### src/rtl/ling_prefix_adder.sv
module ling_prefix_adder #(
  parameter int          WIDTH      = 64,
  parameter int          LEVELS     = 3,
  parameter logic [31:0] RADIX_CODE = 32'h0000_0424
) (
  input  logic [WIDTH-1:0] a_i,
  input  logic [WIDTH-1:0] b_i,
  input  logic             carry_i,
  output logic [WIDTH-1:0] sum_o,
  output logic             carry_o
);
  localparam int HALF = WIDTH / 2;

  function automatic int radix_at(input int lvl);
    int r;
    r = int'(RADIX_CODE[4*lvl +: 4]);
    return (r < 2) ? 1 : r;
  endfunction

  logic [WIDTH-1:0] gen, trn, hlf, pseudo, rec;
  logic [WIDTH:0]   ge;
  logic [WIDTH+1:0] te;

  assign gen = a_i & b_i;
  assign trn = a_i | b_i;
  assign hlf = a_i ^ b_i;
  assign ge  = {gen, carry_i};
  assign te  = {trn, 2'b00};

  for (genvar p = 0; p < 2; p++) begin : g_tree
    logic [HALF-1:0] hv [LEVELS+1];
    logic [HALF-1:0] qv [LEVELS+1];

    always_comb begin
      int  span, rdx, blk, base, sub, idx;
      logic hacc, qacc;
      span = 1; rdx = 1; blk = 1; base = 0; sub = 0; idx = 0;
      hacc = 1'b0; qacc = 1'b0;
      for (int k = 0; k < HALF; k++) begin
        hv[0][k] = gen[2*k+p] | ge[2*k+p] | ((2*k+p == 1) & trn[0] & carry_i);
        qv[0][k] = te[2*k+p+1] & te[2*k+p];
      end
      for (int l = 0; l < LEVELS; l++) begin
        rdx = radix_at(l);
        blk = span * rdx;
        for (int k = 0; k < HALF; k++) begin
          base = (k / blk) * blk;
          sub  = (k - base) / span;
          hacc = hv[l][k];
          qacc = qv[l][k];
          for (int m = sub - 1; m >= 0; m--) begin
            idx  = base + m * span + span - 1;
            hacc = hacc | (qacc & hv[l][idx]);
            qacc = qacc & qv[l][idx];
          end
          hv[l+1][k] = hacc;
          qv[l+1][k] = qacc;
        end
        span = blk;
      end
    end

    for (genvar k = 0; k < HALF; k++) begin : g_out
      assign pseudo[2*k+p] = hv[LEVELS][k];
    end
  end

  assign rec     = trn & pseudo;
  assign sum_o   = hlf ^ {rec[WIDTH-2:0], carry_i};
  assign carry_o = rec[WIDTH-1];

  logic [WIDTH:0] ref_total, ref_carry;
  always_comb begin
    ref_total = {1'b0, a_i} + {1'b0, b_i} + {{WIDTH{1'b0}}, carry_i};
    ref_carry = ref_total ^ {1'b0, a_i} ^ {1'b0, b_i};
    AST_SUM_EXACT: assert ({carry_o, sum_o} == ref_total) else $error("sum differs from arithmetic total");
    AST_CARRY_RECOVER: assert (rec == ref_carry[WIDTH:1]) else $error("recovered carry wrong");
    AST_PSEUDO_DEF: assert (pseudo == (gen | ref_carry[WIDTH-1:0])) else $error("pseudo-carry wrong");
    AST_COUT_RANGE: assert (carry_o == (ref_total > {1'b0, {WIDTH{1'b1}}})) else $error("carry-out wrong");
  end
endmodule

### config.mk
export PLATFORM = sky130hd
export DESIGN_NAME = ling_prefix_adder
export DESIGN_NICKNAME = d
export VERILOG_FILES = /design/src/rtl/ling_prefix_adder.sv
export SDC_FILE = /design/constraint.sdc
export NUM_CORES = 1
export LEC_CHECK = 0
export ABC_AREA = 1
export CAP_MARGIN = 15
export CORE_MARGIN = 1
export CORE_UTILIZATION = 40
export DETAILED_ROUTE_END_ITERATION = 8
export DONT_BUFFER_PORTS = 1
export GPL_ROUTABILITY_DRIVEN = 0
export PLACE_DENSITY_LB_ADDON = 0.2
export SLEW_MARGIN = 20
export SYNTH_ARGS = -nofsm -noshare
export SYNTH_HDL_FRONTEND = slang
export SYNTH_SLANG_ARGS = --single-unit
### constraint.sdc
create_clock -name vclk -period 3.59
set_input_delay 0.359 -clock vclk [all_inputs]
set_output_delay 0.359 -clock vclk [all_outputs]
set_load 0.005 [all_outputs]
Word-level counts from Yosys, hierarchy flattened
Cells that the tools add are included.
Operators by class
  bitwise operators: 743
Operators with widths (count)
  bitwise AND 1 bit: 449
  OR 1 bit: 289
  bitwise AND 64 bit: 2
  XOR 64 bit: 2
  OR 64 bit: 1
Storage, ports and cells
  output and inout port bits: 65
  word-level logic and storage cells: 743
  register bits: 0
  bits of input ports: 129

Depth between registers and ports, before layout
Gate-level depths: netlist of the first run.
  depth in word-level cells: 14
  mapped depth: 15
  mapped depth without buffers: 14

Worst setup path before layout of the first run
No wires, ideal clock.
  path type: in2out
  start point: input port a_i[27]
  end point: output port sum_o[53]
  required time: 3231 ps
  cell stages on the path: 14
  path slack: 1577 ps
  arrival time: 1654 ps
  buffers on the path: 1
  cell sequence: inv_1 -> ha_1 -> nor2_2 -> and2_4 -> nand2_1 -> nor2_1 -> nor2_4 -> nand2_4 -> buf_6 -> nand2_1 -> nand4_1 -> nand2_1 -> nand2_1 -> nand2_1
Between the ends
  word-level cells in the longest chain between the ends: 12
  elaborated cells on any way between the ends: 23
  those cells by class: bitwise: 23
RTL lines
  start: declaration: line 6  | input logic [WIDTH-1:0] a_i,
  bitwise AND 64 bit or OR 64 bit (tied branches): line 24, 25
  OR 1 bit or bitwise AND 1 bit (tied branches): line 40, 41
  bitwise AND 1 bit (on tied branches): line 53, 54
  OR 1 bit, or another cell as far along (2 in series): line 53  | hacc = hacc | (qacc & hv[l][idx]);
  OR 1 bit or bitwise AND 1 bit (tied branches): line 53
  OR 1 bit: line 53
  bitwise AND 1 bit: line 53
  OR 1 bit: line 53
  OR 1 bit *: line 53
  bitwise AND 64 bit *: line 68  | assign rec = trn & pseudo;
  XOR 64 bit *: line 69  | assign sum_o = hlf ^ {rec[WIDTH-2:0], carry_i};
  end: declaration: line 9  | output logic [WIDTH-1:0] sum_o,
Every way passes the cells marked *; elsewhere a longest branch is shown, timed or not.

Worst setup path after layout of the first run
  start point: input port a_i[15]
  end point: output port sum_o[49]
Between the ends
  word-level cells in the longest chain between the ends: 11
  elaborated cells on any way between the ends: 17
  those cells by class: bitwise: 17
RTL lines
  bitwise AND 64 bit: line 24  | assign gen = a_i & b_i;
  OR 1 bit: line 40  | hv[0][k] = gen[2*k+p] | ge[2*k+p] | ((2*k+p == 1) & trn[0] & carry_i);
  bitwise AND 1 bit: line 53
  OR 1 bit: line 53
  bitwise AND 1 bit: line 53
  OR 1 bit: line 53
  bitwise AND 1 bit: line 53
  OR 1 bit: line 53
  OR 1 bit *: line 53
  bitwise AND 64 bit *: line 68
  XOR 64 bit *: line 69
Marked as above.

==> results of run 1 <==
==> critical path, delay by kind of cell <==
kind	cells	cell delay, ns
AND/OR/NAND/NOR	9	1.20
adder cells (fa/ha/maj)	1	0.21
buffers and inverters	3	0.32
==> metal layers <==
| metal | vias up | GRT usage | share of wire |
|---|---|---|---|
| li1 | 3421 | - | - |
| met1 | 2692 | 0.2372 | 0.44 |
| met2 | 163 | 0.3546 | 0.47 |
| met3 | 12 | 0.03205 | 0.080 |
| met4 | 0 | 0.02126 | 0.0089 |
| met5 | - | 0 | 0 |
==> synth_stat cells, drive strengths merged (2+ instances only) <==
cell	instances	area share
xnor2	11	0.016
a31oi	6	0.0061
buf	6	0.0099
nand4	14	0.014
ha	128	0.26
nor2	157	0.11
o211ai	3	0.0036
xor2	18	0.025
a21oi	56	0.049
clkinv	2	0.0014
nand2	325	0.21
nor3	8	0.0065
or2	16	0.016
nand3	69	0.057
nand3b	28	0.034
and2	2	0.0024
o21ai	8	0.0065
inv	273	0.17
==> power breakdown <==
part           total [mW]  switching, mW  internal, mW
Sequential              0              0             0
Clock                   0              0             0
Combinational       0.863          0.553         0.310
==> through the flow <==
stage	total power, mW	area, µm²	hold slack (ns)	setup slack, ns
floorplan	0.7092	6190	0.8672	1.577
global placement	0.8647	6364	0.8779	1.120
detailed placement	0.8678	6364	0.8742	1.130
CTS	0.8730	6364	0.8829	1.123
global route	0.9970	6364	0.8983	0.9104
finish	0.8628	6364	0.8790	1.125
==> logic make-up after synthesis <==
kind of cell             share of synthesized area
AO/OA/AOI/OAI                              0.06893
XOR/XNOR                                   0.04103
adder cells (fa/ha/maj)                     0.2620
buffers and inverters                       0.1769
AND/OR/NAND/NOR                             0.4512
==> cell type report <==
class,count,area (µm²)
Fill cell,1742,8782
Multi-Input combinational cell,854,5095
Inverter,275,1033
Tap cell,188,235.2
==> worst paths after layout <==
kind        end  slack (ns)  depth (start not counted)
min    sum_o[0]        0.88                          1
max   sum_o[49]        1.13                         13
==> flow_metrics.env, run 1 <==
export IMPL_tightestPinTransition_ns=0.3863
export IMPL_postSynthNetCount=1393
export IMPL_pin_count=194
export IMPL_cts_resized=0
export IMPL_drive_gt1_frac=0.06820
export IMPL_hpwlAfterDp_um=13780
export IMPL_cts_hold_buffers=0
export IMPL_fin_tns_setup_ns=0
export IMPL_worst_path_max_fanout=9
export IMPL_clock_buffers=0
export IMPL_drt_first_pass_iters=6
export IMPL_fmax_mhz=405.7
export IMPL_buffer_ports_inserted=0
export IMPL_antenna_violating_nets_post_route=0
export IMPL_antenna_cells=0
export IMPL_maximum_resistive_drop_on_vdd_mv=0.06838
export IMPL_areaGrowthSynthToFinish_pct=2.810
export IMPL_rsz0062_at_grt="false"
export IMPL_synth_lib_cells_used_distinct=37
export IMPL_grt_ovfl_total=0
export IMPL_finalHoldViolations=0
export IMPL_detail_route_wl_per_cell_um=11.82
export IMPL_synth_avg_cell_area_um2=5.453
export IMPL_ff_latch_area_um2=0
export IMPL_grt_first_pass_wirelength_um=25890
export IMPL_fin_crit_sh=0.6866
export IMPL_globalRouteTotalUtil=0.1916
export IMPL_mostFrequentLayoutCell="sky130_fd_sc_hd__nand2_1"
export IMPL_initial_antenna_violation_count=0
export IMPL_final_instance_count_excl_fill=1317
export IMPL_final_setup_viol_count=0
export IMPL_hold_start="carry_i"
export IMPL_first_global_vias=5842
export IMPL_chip_height_um=126.4
export IMPL_p_leak_nw=4.020
export IMPL_arrival_ns=2.11
export IMPL_die_outline_width_um=126.4
export IMPL_worst_setup_path_startpoint="a_i[15]"
export IMPL_start_util=0.4087
export IMPL_max_cap_viol_count=0
export IMPL_timing_critical_path_required_ns=3.23
export IMPL_core_area_um2=15150
export IMPL_vias=6288
export IMPL_status="completed"
export IMPL_cts_repair_timing_setup_buffer_count=0
export IMPL_seq_area_frac_synth=0
export IMPL_critPathMaxStageDelay_ns=0.23
export IMPL_cp_common_cell="sky130_fd_sc_hd__nand2_1"
export IMPL_holdCritPathClass="in2out"
export IMPL_row_count=45
export IMPL_power_density_nw_per_um2=135.6
export IMPL_drcViolationCount=0
export IMPL_dieArea_um2=15980
export IMPL_max_slew_margin_rel=0.7415
export IMPL_layout_common_cells="sky130_fd_sc_hd__nand2_1, sky130_fd_sc_hd__inv_1, sky130_fd_sc_hd__nor2_1"
export IMPL_slowest_cell_on_crit_path="sky130_fd_sc_hd__inv_2"
export IMPL_drt_vias_per_instance=4.774
export IMPL_flops_and_latches=0
export IMPL_crit_end_element="output pin"
export IMPL_path_class="in2out"
export IMPL_synthesis_warning_total=0
export IMPL_crit_chain="inv_1 -> ha_1 -> nor2_1 -> nand2_1 -> inv_2 -> nand2_1 -> nor2_2 -> nand2_2 -> inv_2 -> nand3_1 -> nand3_1 -> nand3b_1 -> nand2_1"
export IMPL_dr_first_iter_drc_count=230
export IMPL_setup_worst_path_start_class="input port"
export IMPL_report_final_slew_viol_count=0
export IMPL_min_tclk_post_route_ns=2.465
export IMPL_syn_instance_count=1135
export IMPL_fin_util=0.4202
export IMPL_place_detailed_instances=1317
export IMPL_synthesis_area_um2=6190
export IMPL_maximum_number_of_pins_on_one_net_before_global_route_repair=25
export IMPL_drt_total_wl_um=15560
export IMPL_nets=1389
No activity file was read; power rests on OpenSTA's default activity.
==> run 2, diff against run 1 <==
Settings changed: ABC_AREA 1 to 0.
Clock period 3.59 ns to 2.2 ns, I/O delays scaled along.
==> run 2 against run 1 <==
  * The run now ends with negative setup slack left
  * Hold slack lost 0.28 ns
  * Sequential share of layout area unchanged
  * Setup slack got worse by 2.0 ns
  * Synthesized cell count shrank 43%
  * Die area is 26% lower
==> flow_metrics.env, run 2 <==
export IMPL_status="complete, but fails checks"
export IMPL_failed_checks="negative setup slack"
export IMPL_max_cap_viol_count=0
export IMPL_final_setup_viol_count=53
export IMPL_cts_hold_buffers=0
export IMPL_hold_start="carry_i"
export IMPL_pin_count=194
export IMPL_cp_common_cell="sky130_fd_sc_hd__or4_4"
export IMPL_synth_top_cells_by_area="sky130_fd_sc_hd__ha_1, sky130_fd_sc_hd__inv_1, sky130_fd_sc_hd__nor2_1"
export IMPL_grt_first_pass_wirelength_um=21330
export IMPL_start_util=0.4144
export IMPL_rsz0062_at_grt="true"
export IMPL_areaGrowthSynthToFinish_pct=55.47
export IMPL_synthesis_area_um2=4532
export IMPL_dieArea_um2=11760
export IMPL_holdCritPathClass="in2out"
export IMPL_initial_antenna_violation_count=0
export IMPL_globalRouteTotalUtil=0.2175
export IMPL_min_tclk_post_route_ns=3.071
export IMPL_flops_and_latches=0
export IMPL_whs_endpoint="sum_o[0]"
export IMPL_fin_crit_sh=1.396
export IMPL_fmax_mhz=325.6
export IMPL_detail_route_wirelength_met1_um=5640
export IMPL_ff_latch_area_um2=0
export IMPL_nets=1059
export IMPL_crit_end_element="output pin"
export IMPL_synthMostInstantiatedCell="sky130_fd_sc_hd__inv_1"
export IMPL_drt_first_pass_iters=4
export IMPL_holdPathStages=1
export IMPL_critPathMaxStageDelay_ns=0.53
export IMPL_path_class="in2out"
export IMPL_tightestPinTransition_ns=0.6480
export IMPL_buffer_ports_inserted=0
export IMPL_drt_total_wl_um=14090
export IMPL_finalHoldViolations=0
export IMPL_antenna_cells=0
export IMPL_arrival_ns=2.85
export IMPL_postSynthNetCount=906
export IMPL_maximum_resistive_drop_on_vdd_mv=0.1625
export IMPL_die_outline_width_um=108.4
export IMPL_met3_wirelength_um=897
export IMPL_synth_lib_cells_used_distinct=55
export IMPL_mostFrequentLayoutCell="sky130_fd_sc_hd__buf_4"
export IMPL_preCtsSetupSlack_ns=-0.9813
export IMPL_grt_ovfl_total=0
export IMPL_seq_area_frac_synth=0
export IMPL_report_final_slew_viol_count=0
export IMPL_first_global_vias=4971
export IMPL_crit_buf_inv=3
export IMPL_dr_first_iter_drc_count=211
export IMPL_drt_vias_per_instance=5.308
export IMPL_topRoutingLayerUsed="met4"
export IMPL_hpwlAfterDp_um=11720
export IMPL_syn_instance_count=648
export IMPL_setup_ws_ns=-0.8713
export IMPL_timing_critical_path_required_ns=1.98
export IMPL_crit_chain="inv_8 -> ha_4 -> or4_4 -> or4_4 -> nor3b_4 -> o2bb2ai_2 -> a311oi_2 -> or3_4 -> buf_4 -> buf_6 -> a21oi_2 -> xor2_1"
export IMPL_drcViolationCount=0
export IMPL_maximum_number_of_pins_on_one_net_before_global_route_repair=8
export IMPL_synthTopCellsByCount="sky130_fd_sc_hd__inv_1, sky130_fd_sc_hd__ha_1, sky130_fd_sc_hd__nor2_1"
export IMPL_slowest_cell_on_crit_path="sky130_fd_sc_hd__or4_4"
export IMPL_setup_worst_path_start_class="input port"
export IMPL_core_area_um2=10940
export IMPL_row_count=38
export IMPL_drive_gt1_frac=0.3867
export IMPL_sum_of_met2_wire_segment_lengths_after_detailed_routing_um=7216
export IMPL_synthesis_warning_total=0
export IMPL_clock_buffers=0
export IMPL_worst_path_max_fanout=3
export IMPL_p_leak_nw=3.547
export IMPL_critical_path_top_delay_family="simple AND/OR/NAND/NOR gates"
export IMPL_antenna_violating_nets_post_route=0
export IMPL_synth_avg_cell_area_um2=6.994
export IMPL_vias=4984
export IMPL_fin_tns_setup_ns=-31.42
export IMPL_synth_top_cell_area_share=0.3534
export IMPL_power_density_nw_per_um2=272.1
export IMPL_chip_height_um=108.4
export IMPL_synth_top_area_cell="sky130_fd_sc_hd__ha_1"
export IMPL_fillerInstances=931
export IMPL_max_slew_margin_rel=0.5625
export IMPL_layout_common_cells="sky130_fd_sc_hd__buf_4, sky130_fd_sc_hd__inv_1, sky130_fd_sc_hd__ha_1"
export IMPL_detail_route_wl_per_cell_um=15.00
run 2: cell families after synthesis:
family                   synth area share
AND/OR/NAND/NOR                    0.2137
buffers and inverters              0.1135
AO/OA/AOI/OAI                      0.2068
adder cells (fa/ha/maj)            0.3578
XOR/XNOR                           0.1082
run 2: through the flow:
step           std cells  hold slack [ns]  power [mW]    util  area, µm²
6_report             939           0.6020       1.917  0.6443       7046
5_1_grt              939           0.6096       2.075  0.6443       7046
4_1_cts              927           0.6022       1.747  0.6084       6653
3_5_place_dp         915           0.5935       1.454  0.5427       5934
3_3_place_gp         915           0.6015       1.428  0.5427       5934
2_1_floorplan        648           0.5892      0.9638       -       4802
run 2: timing repair:
| action | in CTS | in global routing |
|---|---|---|
| gates cloned | 0 | 0 |
| buffers inserted | 19 | 17 |
| resized for setup | 130 | 59 |
| pin swaps | 89 | 56 |
| endpoints found under the setup margin | 55 | 56 |
run 2: routing by layer:
| metal | vias up | GRT usage |
|---|---|---|
| met5 | - | 0 |
| met4 | 0 | 0.04247 |
| met3 | 24 | 0.02652 |
| met2 | 160 | 0.4204 |
| met1 | 2305 | 0.2529 |
| li1 | 2495 | - |
run 2: report_power, final:
group | internal (mW) | switching (mW)
Sequential | 0 | 0
Combinational | 0.964 | 0.953
Clock | 0 | 0
Total | 0.964 | 0.953
run 2: layout make-up:
cell class         count  area [µm²]  area share
repair buffers       152        1231      0.1747
inverters            136       593.1     0.08418
well taps            140       175.2     0.02486
multi-input cells    511        5046      0.7162
run 2: worst max-delay path by stage:
stage                 start   endpoint  slack, ns  cells after the start
global placement    b_i[34]  sum_o[46]      -0.89                     11
detailed placement  a_i[32]  sum_o[60]      -0.98                     11
finish              a_i[32]  sum_o[44]      -0.87                     12
floorplan           b_i[32]  sum_o[46]      -0.87                     11
CTS                 b_i[32]  sum_o[46]      -0.91                     11
global route        a_i[32]  sum_o[46]      -0.97                     11
